File: src/rtl/dpy_power_seq.sv
module dpy_power_seq #(
  parameter int RST_CYC  = 1000,
  parameter int POST_CYC = 1000,
  parameter int TICK_CYC = 250000,
  parameter int WAIT_MS  = 100,
  parameter int COLS     = 128,
  parameter int PAGES    = 8
) (
  input  logic       clk,
  input  logic       rst_n,
  input  logic       ext_supply_i,
  input  logic       start_i,
  input  logic       sleep_i,
  input  logic       wake_i,
  input  logic       off_i,
  output logic [7:0] wr_byte_o,
  output logic       wr_is_data_o,
  output logic       wr_valid_o,
  input  logic       wr_ready_i,
  output logic       logic_pwr_o,
  output logic       panel_rst_n_o,
  output logic       hv_en_o,
  output logic       busy_o
);
  localparam int DMAX     = (RST_CYC > POST_CYC) ? RST_CYC : POST_CYC;
  localparam int CW       = $clog2(DMAX + 1);
  localparam int TW       = $clog2(TICK_CYC + 1);
  localparam int MW       = $clog2(WAIT_MS + 1);
  localparam int PW       = $clog2(PAGES + 1);
  localparam int CLW      = $clog2(COLS + 3);
  localparam int INIT_LEN = 24;

  typedef enum logic [3:0] {
    S_OFF, S_RH1, S_RL, S_RH2, S_INIT, S_CLR, S_WT_ON, S_SEND_ON,
    S_ON, S_SLP, S_SLEEP, S_WAKE, S_DN, S_WT_DN
  } st_t;

  st_t            st;
  logic           ext_q, hv_q;
  logic [CW-1:0]  dcnt;
  logic [4:0]     idx;
  logic [PW-1:0]  page;
  logic [CLW-1:0] col;
  logic [TW-1:0]  tick;
  logic [MW-1:0]  ms;

  function automatic logic [7:0] init_byte(input logic [4:0] i, input logic ext);
    case (i)
      5'd0:  return 8'hAE;  5'd1:  return 8'h00;  5'd2:  return 8'h10;
      5'd3:  return 8'h40;  5'd4:  return 8'hB0;  5'd5:  return 8'h81;
      5'd6:  return 8'hCF;  5'd7:  return 8'hA1;  5'd8:  return 8'hA6;
      5'd9:  return 8'hA8;  5'd10: return 8'h3F;  5'd11: return 8'hC8;
      5'd12: return 8'hD3;  5'd13: return 8'h00;  5'd14: return 8'hD5;
      5'd15: return 8'h80;  5'd16: return 8'hD9;  5'd17: return 8'hF1;
      5'd18: return 8'hDA;  5'd19: return 8'h12;  5'd20: return 8'hDB;
      5'd21: return 8'h30;  5'd22: return 8'h8D;
      default: return ext ? 8'h10 : 8'h14;
    endcase
  endfunction

  wire hs        = wr_valid_o & wr_ready_i;
  wire waiting   = (st == S_WT_ON) || (st == S_WT_DN);
  wire wait_done = (tick == TW'(TICK_CYC - 1)) && (ms == MW'(WAIT_MS - 1));
  wire off_last  = ext_q ? (idx == 5'd0) : (idx == 5'd2);
  wire clr_last  = (col == CLW'(COLS + 2)) && (page == PW'(PAGES - 1));

  assign logic_pwr_o   = (st != S_OFF);
  assign panel_rst_n_o = (st != S_OFF) && (st != S_RL);
  assign hv_en_o       = hv_q;
  assign busy_o        = !((st == S_OFF) || (st == S_ON) || (st == S_SLEEP));
  assign wr_valid_o    = (st == S_INIT) || (st == S_CLR) || (st == S_SEND_ON) ||
                         (st == S_SLP) || (st == S_DN) || (st == S_WAKE);

  always_comb begin
    wr_byte_o    = 8'h00;
    wr_is_data_o = 1'b0;
    case (st)
      S_INIT:    wr_byte_o = init_byte(idx, ext_q);
      S_CLR: begin
        if (col == CLW'(0))      wr_byte_o = 8'hB0 + 8'(page);
        else if (col == CLW'(2)) wr_byte_o = 8'h10;
        wr_is_data_o = (col >= CLW'(3));
      end
      S_SEND_ON: wr_byte_o = 8'hAF;
      S_SLP, S_DN: wr_byte_o = (idx == 5'd0) ? 8'hAE : (idx == 5'd1) ? 8'h8D : 8'h10;
      S_WAKE:    wr_byte_o = (idx == 5'd0) ? 8'h8D : 8'h14;
      default:   wr_byte_o = 8'h00;
    endcase
  end

  always_ff @(posedge clk or negedge rst_n) begin
    if (!rst_n) begin
      tick <= '0;
      ms   <= '0;
    end else if (!waiting || wait_done) begin
      tick <= '0;
      ms   <= '0;
    end else if (tick == TW'(TICK_CYC - 1)) begin
      tick <= '0;
      ms   <= ms + 1'b1;
    end else begin
      tick <= tick + 1'b1;
    end
  end

  always_ff @(posedge clk or negedge rst_n) begin
    if (!rst_n) begin
      st    <= S_OFF;
      ext_q <= 1'b1;
      hv_q  <= 1'b0;
      dcnt  <= '0;
      idx   <= '0;
      page  <= '0;
      col   <= '0;
    end else begin
      case (st)
        S_OFF: if (start_i) begin
          ext_q <= ext_supply_i;
          dcnt  <= '0;
          st    <= S_RH1;
        end
        S_RH1: if (dcnt == CW'(RST_CYC - 1)) begin
          dcnt <= '0;
          st   <= S_RL;
        end else dcnt <= dcnt + 1'b1;
        S_RL: if (dcnt == CW'(RST_CYC - 1)) begin
          dcnt <= '0;
          st   <= S_RH2;
        end else dcnt <= dcnt + 1'b1;
        S_RH2: if (dcnt == CW'(POST_CYC - 1)) begin
          dcnt <= '0;
          idx  <= '0;
          st   <= S_INIT;
        end else dcnt <= dcnt + 1'b1;
        S_INIT: if (hs) begin
          if (idx == 5'(INIT_LEN - 1)) begin
            idx  <= '0;
            page <= '0;
            col  <= '0;
            st   <= S_CLR;
          end else idx <= idx + 1'b1;
        end
        S_CLR: if (hs) begin
          if (clr_last) begin
            hv_q <= ext_q;
            st   <= S_WT_ON;
          end else if (col == CLW'(COLS + 2)) begin
            col  <= '0;
            page <= page + 1'b1;
          end else col <= col + 1'b1;
        end
        S_WT_ON:   if (wait_done) st <= S_SEND_ON;
        S_SEND_ON: if (hs) st <= S_ON;
        S_ON: if (off_i) begin
          idx <= '0;
          st  <= S_DN;
        end else if (sleep_i) begin
          idx <= '0;
          st  <= S_SLP;
        end
        S_SLP: if (hs) begin
          if (off_last) begin
            hv_q <= 1'b0;
            st   <= S_SLEEP;
          end else idx <= idx + 1'b1;
        end
        S_SLEEP: if (wake_i) begin
          idx <= '0;
          if (ext_q) begin
            hv_q <= 1'b1;
            st   <= S_WT_ON;
          end else st <= S_WAKE;
        end
        S_WAKE: if (hs) begin
          if (idx == 5'd1) st <= S_WT_ON;
          else idx <= idx + 1'b1;
        end
        S_DN: if (hs) begin
          if (off_last) begin
            hv_q <= 1'b0;
            st   <= S_WT_DN;
          end else idx <= idx + 1'b1;
        end
        S_WT_DN: if (wait_done) st <= S_OFF;
        default: st <= S_OFF;
      endcase
    end
  end
endmodule

File: config.mk
export PLATFORM = sky130hd
export DESIGN_NAME = dpy_power_seq
export DESIGN_NICKNAME = d
export VERILOG_FILES = /design/src/rtl/dpy_power_seq.sv
export SDC_FILE = /design/constraint.sdc
export NUM_CORES = 1
export LEC_CHECK = 0
export BUFFER_PORTS_ARGS = -buffer_cell sky130_fd_sc_hd__buf_2
export CORE_UTILIZATION = 42
export DETAILED_ROUTE_END_ITERATION = 16
export PLACE_DENSITY = 0.6
export SYNTH_ARGS = -nofsm -noshare
export SYNTH_HDL_FRONTEND = slang
export SYNTH_SLANG_ARGS = --single-unit
File: constraint.sdc
create_clock -name clk -period 2.95 [get_ports clk]
set_clock_uncertainty 0.05 [all_clocks]
set_input_delay 0.1475 -clock clk [delete_from_list [all_inputs] [get_ports clk]]
set_output_delay 0.1475 -clock clk [all_outputs]
set_load 0.03 [all_outputs]
==> results of run 1 <==
## per-layer routing
layer	wire length [um]	GRT usage [%]	part of all wire (%)	up-vias
met5	0	0	0	-
met4	180	6.70	1.7	0
met3	505	5.27	4.7	23
met2	5120	34.9	48	106
met1	4880	29.2	46	1943
li1	-	-	-	1936
## through the flow
| stage | hold slack (ns) | instances | util, % | power [W] | TNS, ns |
|---|---|---|---|---|---|
| detailed placement | 0.351 | 654 | 45.8 | 0.00352 | 0 |
| CTS | 0.108 | 672 | 48.5 | 0.00443 | 0 |
| global placement | 0.338 | 654 | 45.8 | 0.00351 | 0 |
| finish | 0.131 | 673 | 49.3 | 0.00453 | 0 |
| global route | 0.140 | 673 | 49.3 | 0.00486 | -0.0437 |
| floorplan | -0.198 | 516 | - | 0.00289 | 0 |
## cells in the mapped netlist, drive strengths merged, types with 2 or more instances
| cell type | n |
|---|---|
| a21o | 7 |
| a21oi | 33 |
| a22o | 4 |
| a22oi | 2 |
| a2bb2oi | 2 |
| a31oi | 3 |
| and2 | 5 |
| and3 | 7 |
| and3b | 3 |
| buf | 8 |
| clkbuf | 22 |
| dfrtp | 57 |
| ha | 11 |
| inv | 19 |
| mux2 | 3 |
| mux2i | 3 |
| nand2 | 43 |
| nand2b | 6 |
| nand3 | 31 |
| nand4 | 13 |
| nand4b | 5 |
| nor2 | 51 |
| nor2b | 9 |
| nor3 | 12 |
| nor3b | 4 |
| nor4 | 8 |
| o2111a | 2 |
| o2111ai | 2 |
| o211ai | 7 |
| o21ai | 51 |
| o22a | 2 |
| o22ai | 4 |
| o31ai | 12 |
| o32a | 2 |
| or2 | 3 |
| or3 | 5 |
| or4 | 7 |
| or4b | 4 |
| xnor2 | 10 |
| xor2 | 13 |
## cell type report
type	count	share of cell area, %
clock buffers	12	3.45
clock inverters	4	1.51
inverters	19	1.49
multi-input cells	409	54.6
flip-flops and latches	58	30.4
well taps	133	3.47
repair buffers	38	5.14
## worst max path at each step
stage | start | end | depth (start not counted) | slack [ns]
floorplan | idx[0] | wr_byte_o[3] | 7 | 0.42
global placement | idx[0] | wr_byte_o[3] | 8 | 0.44
detailed placement | idx[0] | wr_byte_o[3] | 8 | 0.37
CTS | idx[2] | wr_byte_o[2] | 7 | 0.03
global route | idx[1] | wr_byte_o[2] | 9 | -0.04
finish | idx[1] | wr_byte_o[2] | 9 | 0.09
## timing repair
item                                   CTS  global route
pin swaps                                0             1
gates resized for setup                  2            15
gates cloned                             0             0
hold buffers                             2             0
setup endpoints to repair                7             7
setup buffers                            0             1
endpoints found under the hold margin   44             0
## power breakdown
part | switching, W | internal, W
Clock | 0.000331 | 0.000543
Combinational | 0.00152 | 0.000967
Sequential | 0.000264 | 0.000902
Total | 0.00211 | 0.00241
## critical path, cell delays in order, from the launching register on
cell	delay, ns
dfrtp_2	0.39
inv_1	0.10
ha_1	0.21
buf_4	0.17
or3b_2	0.50
a21oi_2	0.16
o22ai_2	0.11
or4_1	0.41
nand3_1	0.13
buf_6	0.14
## sequential cells by signal, indices dropped and copies added (netlist names)
name / cells
col: 8
hv_en_o: 1
idx: 5
dcnt: 10
tick: 18
st: 4
ext_q: 1
ms: 7
page: 4
## logic make-up (layout without fill, tap and decap cells)
group,Yosys count,after routing,share of synthesized area (%)
and+or+nand+nor,223,223,28.7
xor gates and xnor gates,23,23,4.78
AOI/OAI and AO/OA,146,146,22.5
muxes,6,6,1.52
adders and majority gates,11,11,3.27
buffers and inverters,49,73,4.78
DFF,58,58,34.5
## layout by cell type, fill, tap and decap left out, drive strengths merged, types with 4 or more instances in the layout
cell	synthesis	layout
dfrtp	57	57
nor2	51	51
o21ai	51	51
nand2	43	43
buf	8	35
a21oi	33	33
nand3	31	31
inv	19	19
nand4	13	13
xor2	13	13
clkbuf	22	13
o31ai	12	12
nor3	12	12
ha	11	11
xnor2	10	10
nor2b	9	9
nor4	8	8
and3	7	7
a21o	7	7
o211ai	7	7
or4	7	7
nand2b	6	6
and2	5	5
or3	5	5
nand4b	5	5
nor3b	4	4
a22o	4	4
or4b	4	4
o22ai	4	4
==> results.txt, run 1 <==
outcome -> completed
I/O pins -> 22
CTS sink cnt -> 58
max cap viols -> 0
syn_area_per_cell -> 8.16 um^2
share of cells above drive strength 1 -> 14.6%
ys async rst share -> 100%
final hold vios -> 0
initial core utilization -> 43.3%
post-route minimum period -> 2.86 ns
Clock Latency Late Sink -> 0.35 ns
vias in the first global route -> 3631
Seq. cell area -> 1460 um^2
Pre-antenna DRT Iters -> 6
post-route cell area -> 4790 um^2
path category of the worst min-delay check -> in -> reg
CP arrival -> 2.67 ns
FF-to-FF Start -> idx[1]
Post-DRT Antenna Nets -> 0
Worst Path Required -> 2.75 ns
Multi-input gate area -> 2620 um^2
grt ovf -> 0
Residual DRC -> 0
Synth cell types -> 74
WHS Endpoint -> st[2]
FF+latch count, synth -> 58
Setup CP Type -> reg -> out
Die Wd -> 102 um
Yosys top cell by area -> dfrtp_1
main flop type after synthesis -> dfrtp_1
mapped cell area -> 4210 um^2
H-Tree Depth -> 3
Max FO, Critical Path -> 9
Final Setup Violations -> 0
fin. max-slew vios -> 0
Post-DP HPWL -> 7400 um
hold_sp -> off_i
CTS tree -> yes
sequential fraction of the synthesis area -> 34.5%
CTS root buffer -> clkbuf_8
Post-synth EDFFs -> 0
hold path cells -> 3
Worst VDD drop -> 1.04 mV
Final WS setup -> 0.0861 ns
top cells by area, synth -> dfrtp_1 34%, nor2_1 4.5%, o21ai_0 3.9%
first-pass GRT wire length -> 17800 um
Vias -> 4008
Place WS -> 0.374 ns
Cell Rows -> 36
clock buffer depth -> 2
R2R setup slack -> 0.32 ns
largest net degree at the start of global routing -> 46
diodes inserted -> 0
post-synth net total -> 535
routed len/inst -> 15.9 um
initial antenna violation count -> 0
fillers -> 974
placed inst area -> 4460 um^2
r2r worst-path depth -> 7
Syn-to-layout area delta -> 13.8%
nets -> 554
Reg clk slew, reported paths -> 0.08 ns
Inserted Clock Buffers -> 9
actual slew at the worst max-slew pin -> 1.01 ns
post-synthesis cell count -> 516
pwr dens -> 944 nW/um^2
endpoint type of the worst setup path -> output pin
Total GRT Usage -> 21.8%
static leakage -> 1.92 nW
port bufs -> 21
Worst setup SP type -> register
post-synth top area share -> 33.9%
fmax -> 0.349 GHz
Worst R2R End -> st[0]
post-DR vias/cell -> 5.96
slew margin rel. -> 32.9%
die area -> 10400 um^2
Die H -> 102 um
core box area -> 9730 um^2
Placer Congestion -> 0.950
initial drt markers -> 298
period utilization -> 97.1%
Synth Warn # -> 0
final WL -> 10700 um
(Power assumes the default switching activity.)
==> inputs of run 2 (changes only) <==
- RECOVER_POWER: default -> 100
==> results.txt, run 2 (synthesis results as in run 1) <==
die area -> 10400 um^2
critical-path cell list -> inv_1 -> ha_1 -> buf_4 -> or3b_2 -> a21oi_2 -> o22ai_2 -> or4_1 -> nand3_1 -> buf_6
Setup Total Neg Slack -> 0 ns
max cap viols -> 0
nets -> 554
top flop regs -> tick (18), dcnt (10), col (8)
Place WS -> 0.374 ns
static leakage -> 1.90 nW
share of cells above drive strength 1 -> 13.0%
CTS root buffer -> clkbuf_8
Placer Congestion -> 0.950
Die H -> 102 um
Final WS setup -> 0.0696 ns
post-route minimum period -> 2.88 ns
placed inst area -> 4460 um^2
Setup CP Type -> reg -> out
Internal -> 0.00238 W
cell at the slowest stage of the critical path -> or3b_2
endpoint type of the worst setup path -> output pin
slew margin rel. -> 25.5%
Core Util, Final -> 49.0%
post-DR vias/cell -> 5.94
Pre-antenna DRT Iters -> 5
Largest stage delay, worst path -> 0.50 ns
Post-DP HPWL -> 7400 um
fmax -> 0.347 GHz
Max FO, Critical Path -> 9
Worst VDD drop -> 1.04 mV
critical path's top delay family -> simple AND/OR/NAND/NOR gates
sw frac -> 47.2%
final hold vios -> 0
commonest non-fill, non-tap cells in the layout -> 55 x dfrtp_1, 51 x nor2_1, 43 x nand2_1
clock buffer depth -> 2
Post-DRT Antenna Nets -> 0
actual slew at the worst max-slew pin -> 1.12 ns
Clock Latency Late Sink -> 0.35 ns
I/O pins -> 22
CTS tree -> yes
total net switching power -> 0.00213 W
max reg flops -> 18
initial antenna violation count -> 0
pwr dens -> 945 nW/um^2
Biggest register -> tick
Buf/Inv on CP -> 3
clock network power share -> 19.5%
Worst Path Required -> 2.75 ns
Reg clk slew, reported paths -> 0.08 ns
path category of the worst min-delay check -> in -> reg
Cell Rows -> 36
outcome -> completed
vias in the first global route -> 3631
period utilization -> 97.6%
Inserted Clock Buffers -> 9
Die Wd -> 102 um
post-route cell area -> 4770 um^2
Residual DRC -> 0
core box area -> 9730 um^2
CP arrival -> 2.68 ns
Syn-to-layout area delta -> 13.2%
first-pass GRT wire length -> 17800 um
largest net degree at the start of global routing -> 46
Hold Slack -> 0.131 ns
routed len/inst -> 15.9 um
Total GRT Usage -> 21.8%
port bufs -> 21
initial drt markers -> 337
sequential share of power -> 25.9%
fin. max-slew vios -> 0
Vias -> 3996
CTS sink cnt -> 58
Worst setup SP type -> register
diodes inserted -> 0
initial core utilization -> 43.3%
leading cell type in the layout, fill and taps excluded -> dfrtp_1
final WL -> 10700 um
Final Setup Violations -> 0
Combinational Power Share -> 54.7%
grt ovf -> 0
H-Tree Depth -> 3
[run 2: repair_timing]
action                                  in CTS  in global routing
pin swaps                                    0                  1
endpoints found under the setup margin       7                  7
endpoints found under the hold margin       44                  0
gates resized for setup                      2                 15
hold buffers                                 2                  0
buffers inserted                             0                  1
[run 2: worst paths after layout]
| path | start | to | slack, ns | cells past startpoint |
|---|---|---|---|---|
| setup / recovery | idx[1] | wr_byte_o[2] | 0.07 | 9 |
| hold / removal | off_i | st[2] | 0.13 | 3 |
| setup reg to reg | idx[1] | st[0] | 0.31 | 7 |
| hold reg to reg | tick[0] | tick[0] | 0.44 | 1 |
| max in group asynchronous | rst_n | idx[2] | 1.08 | 3 |
| min in group asynchronous | rst_n | tick[16] | 0.50 | 2 |
[run 2: power by group through the flow]
stage	Sequential, W	Combinational, W	Clock, W
2_1_floorplan	0.000990	0.00190	0
4_1_cts	0.00116	0.00237	0.000903
5_1_grt	0.00120	0.00270	0.000937
6_report	0.00117	0.00246	0.000878
3_5_place_dp	0.00117	0.00235	0
3_3_place_gp	0.00116	0.00234	0
[run 2: cell type report]
cell class	count	area [um^2]
fill	981	4960
multi-input combinational	409	2610
sequential	58	1460
timing repair buffer	38	226
tap	133	166
clock buffer	12	165
clock inverter	4	72.6
inverter	19	71.3
[run 2: per-stage QoR]
step           total power, W  instances
2_1_floorplan         0.00289        516
3_3_place_gp          0.00351        654
3_5_place_dp          0.00352        654
4_1_cts               0.00443        672
5_1_grt               0.00483        673
6_report              0.00451        673
[run 2: worst min-delay path: stages]
cell,delay (ns)
buf_2,0.11
a31oi_1,0.09
o22ai_1,0.13
[run 2: per-layer routing]
layer	GRT usage (%)	wire [um]
met4	6.70	138
met2	34.9	5110
met3	5.27	498
met5	0	0
met1	29.2	4970
==> inputs of run 3 (changes only) <==
- CORE_UTILIZATION: 42 -> 46
- PLACE_DENSITY: 0.6 -> 0.65
==> results.txt, run 3 (synthesis results as in run 1) <==
outcome -> finished with violations
failing checks -> max-capacitance violations, max-slew violations
Total GRT Usage -> 23.1%
Biggest register -> tick
Worst VDD drop -> 0.565 mV
leading cell type in the layout, fill and taps excluded -> dfrtp_1
first-pass GRT wire length -> 17800 um
sequential share of power -> 28.1%
grt ovf -> 0
RSZ-0062 raised after global routing -> yes
Syn-to-layout area delta -> 9.48%
largest net degree at the start of global routing -> 31
Clock Latency Late Sink -> 0.34 ns
path category of the worst min-delay check -> in -> reg
critical path's top delay family -> simple AND/OR/NAND/NOR gates
top flop regs -> tick (18), dcnt (10), col (8)
max cap viols -> 2
endpoint type of the worst setup path -> output pin
slew margin rel. -> -7.81%
initial core utilization -> 47.8%
Placer Congestion -> 0.910
Vias -> 3942
Internal -> 0.00208 W
CTS sink cnt -> 58
port bufs -> 21
pwr dens -> 902 nW/um^2
max reg flops -> 18
Die Wd -> 97.7 um
R2R setup slack -> 0.38 ns
routed len/inst -> 16.1 um
period utilization -> 97.4%
final WL -> 10400 um
fmax -> 0.348 GHz
fillers -> 844
Combinational Power Share -> 57.0%
Inserted Clock Buffers -> 9
total net switching power -> 0.00208 W
final hold vios -> 0
Pre-antenna DRT Iters -> 5
Setup Total Neg Slack -> 0 ns
Post-DRT Antenna Nets -> 0
I/O pins -> 22
static leakage -> 1.84 nW
CTS root buffer -> clkbuf_8
die area -> 9540 um^2
Setup CP Type -> reg -> out
CTS tree -> yes
critical-path cell list -> inv_1 -> ha_1 -> buf_4 -> or3b_2 -> a21oi_2 -> o22ai_2 -> or4_1 -> nand3_1 -> buf_4
H-Tree Depth -> 3
post-route minimum period -> 2.87 ns
sw frac -> 50.0%
Die H -> 97.7 um
vias in the first global route -> 3691
Reg clk slew, reported paths -> 0.07 ns
Buf/Inv on CP -> 3
Largest stage delay, worst path -> 0.50 ns
Residual DRC -> 0
post-DR vias/cell -> 6.11
core box area -> 8810 um^2
CP arrival -> 2.67 ns
critical path's most frequent cell -> buf_4
Cell Rows -> 34
initial antenna violation count -> 0
nets -> 552
Final Setup Violations -> 0
diodes inserted -> 0
placed inst area -> 4420 um^2
cell at the slowest stage of the critical path -> or3b_2
commonest non-fill, non-tap cells in the layout -> 56 x dfrtp_1, 51 x nor2_1, 43 x nand2_1
Max FO, Critical Path -> 9
Post-DP HPWL -> 7300 um
fin. max-slew vios -> 60
actual slew at the worst max-slew pin -> 1.62 ns
clock network power share -> 14.9%
clock buffer depth -> 2
share of cells above drive strength 1 -> 10.8%
Worst setup SP type -> register
Worst Path Required -> 2.75 ns
post-route cell area -> 4610 um^2
initial drt markers -> 276
==> run 3: cell count changes in the layout (fill, tap and decap cells not counted), sizes merged <==
cell | previous run | this run
bufinv | 2 | 0
clkbuf | 22 | 21
buf | 26 | 25
clkinv | 1 | 2
==> run 3: through the flow <==
| stage | worst slack (ns) | hold slack [ns] | utilization [%] | instances | total power, W |
|---|---|---|---|---|---|
| final | 0.0776 | 0.127 | 52.4 | 645 | 0.00416 |
| after global routing | -0.0427 | 0.141 | 52.4 | 645 | 0.00448 |
| after CTS | 0.0152 | 0.124 | 52.2 | 644 | 0.00413 |
| after detailed placement | 0.336 | 0.139 | 50.2 | 627 | 0.00348 |
| after global placement | 0.378 | 0.155 | 50.2 | 627 | 0.00347 |
| after floorplan | 0.415 | -0.198 | - | 516 | 0.00289 |
==> run 3: tightest hold or removal path, cell delays in order <==
cell	delay (ns)
buf_2	0.13
nand3_1	0.07
mux2_2	0.14
==> run 3: power by group through the flow <==
stage / sequential (W) / combinational (W) / clock [W]
after global routing: 0.00120 / 0.00261 / 0.000679
after global placement: 0.00117 / 0.00230 / 0
after CTS: 0.00116 / 0.00233 / 0.000645
after detailed placement: 0.00117 / 0.00231 / 0
after floorplan: 0.000990 / 0.00190 / 0
final: 0.00117 / 0.00237 / 0.000619
==> run 3: layout make-up <==
cell class                 count  area [um^2]  area share (%)
tap                          108          135            2.93
clock buffer                  12          135            2.93
inverter                      19         71.3            1.55
clock inverter                 3         17.5           0.380
multi-input combinational    409         2580            56.0
sequential                    58         1450            31.5
timing repair buffer          36          216            4.69
==> run 3: final timing paths <==
| check | start | to | cells after the start |
|---|---|---|---|
| worst max-delay path | idx[1] | wr_byte_o[2] | 9 |
| worst min-delay path | start_i | ext_q | 3 |
| worst max register to register | dcnt[0] | st[0] | 6 |
| worst min register to register | tick[0] | tick[0] | 1 |
| max in group asynchronous | rst_n | idx[4] | 3 |
| min in group asynchronous | rst_n | tick[7] | 3 |
==> run 3: timing repair <==
action,4_1_cts,5_1_grt
resized for setup,1,9
endpoints found under the setup margin,2,8
cloned,0,0
endpoints found under the hold margin,58,0
buffers inserted,0,1
hold buffers,2,0
==> run 3: layer usage <==
layer  up-vias  GRT usage (%)  wire (um)
met1      1899           31.0       4950
met4         0           7.81        189
met5         -              0          0
met3        17           4.96        398
li1       1935              -          -
met2        91           36.8       4830
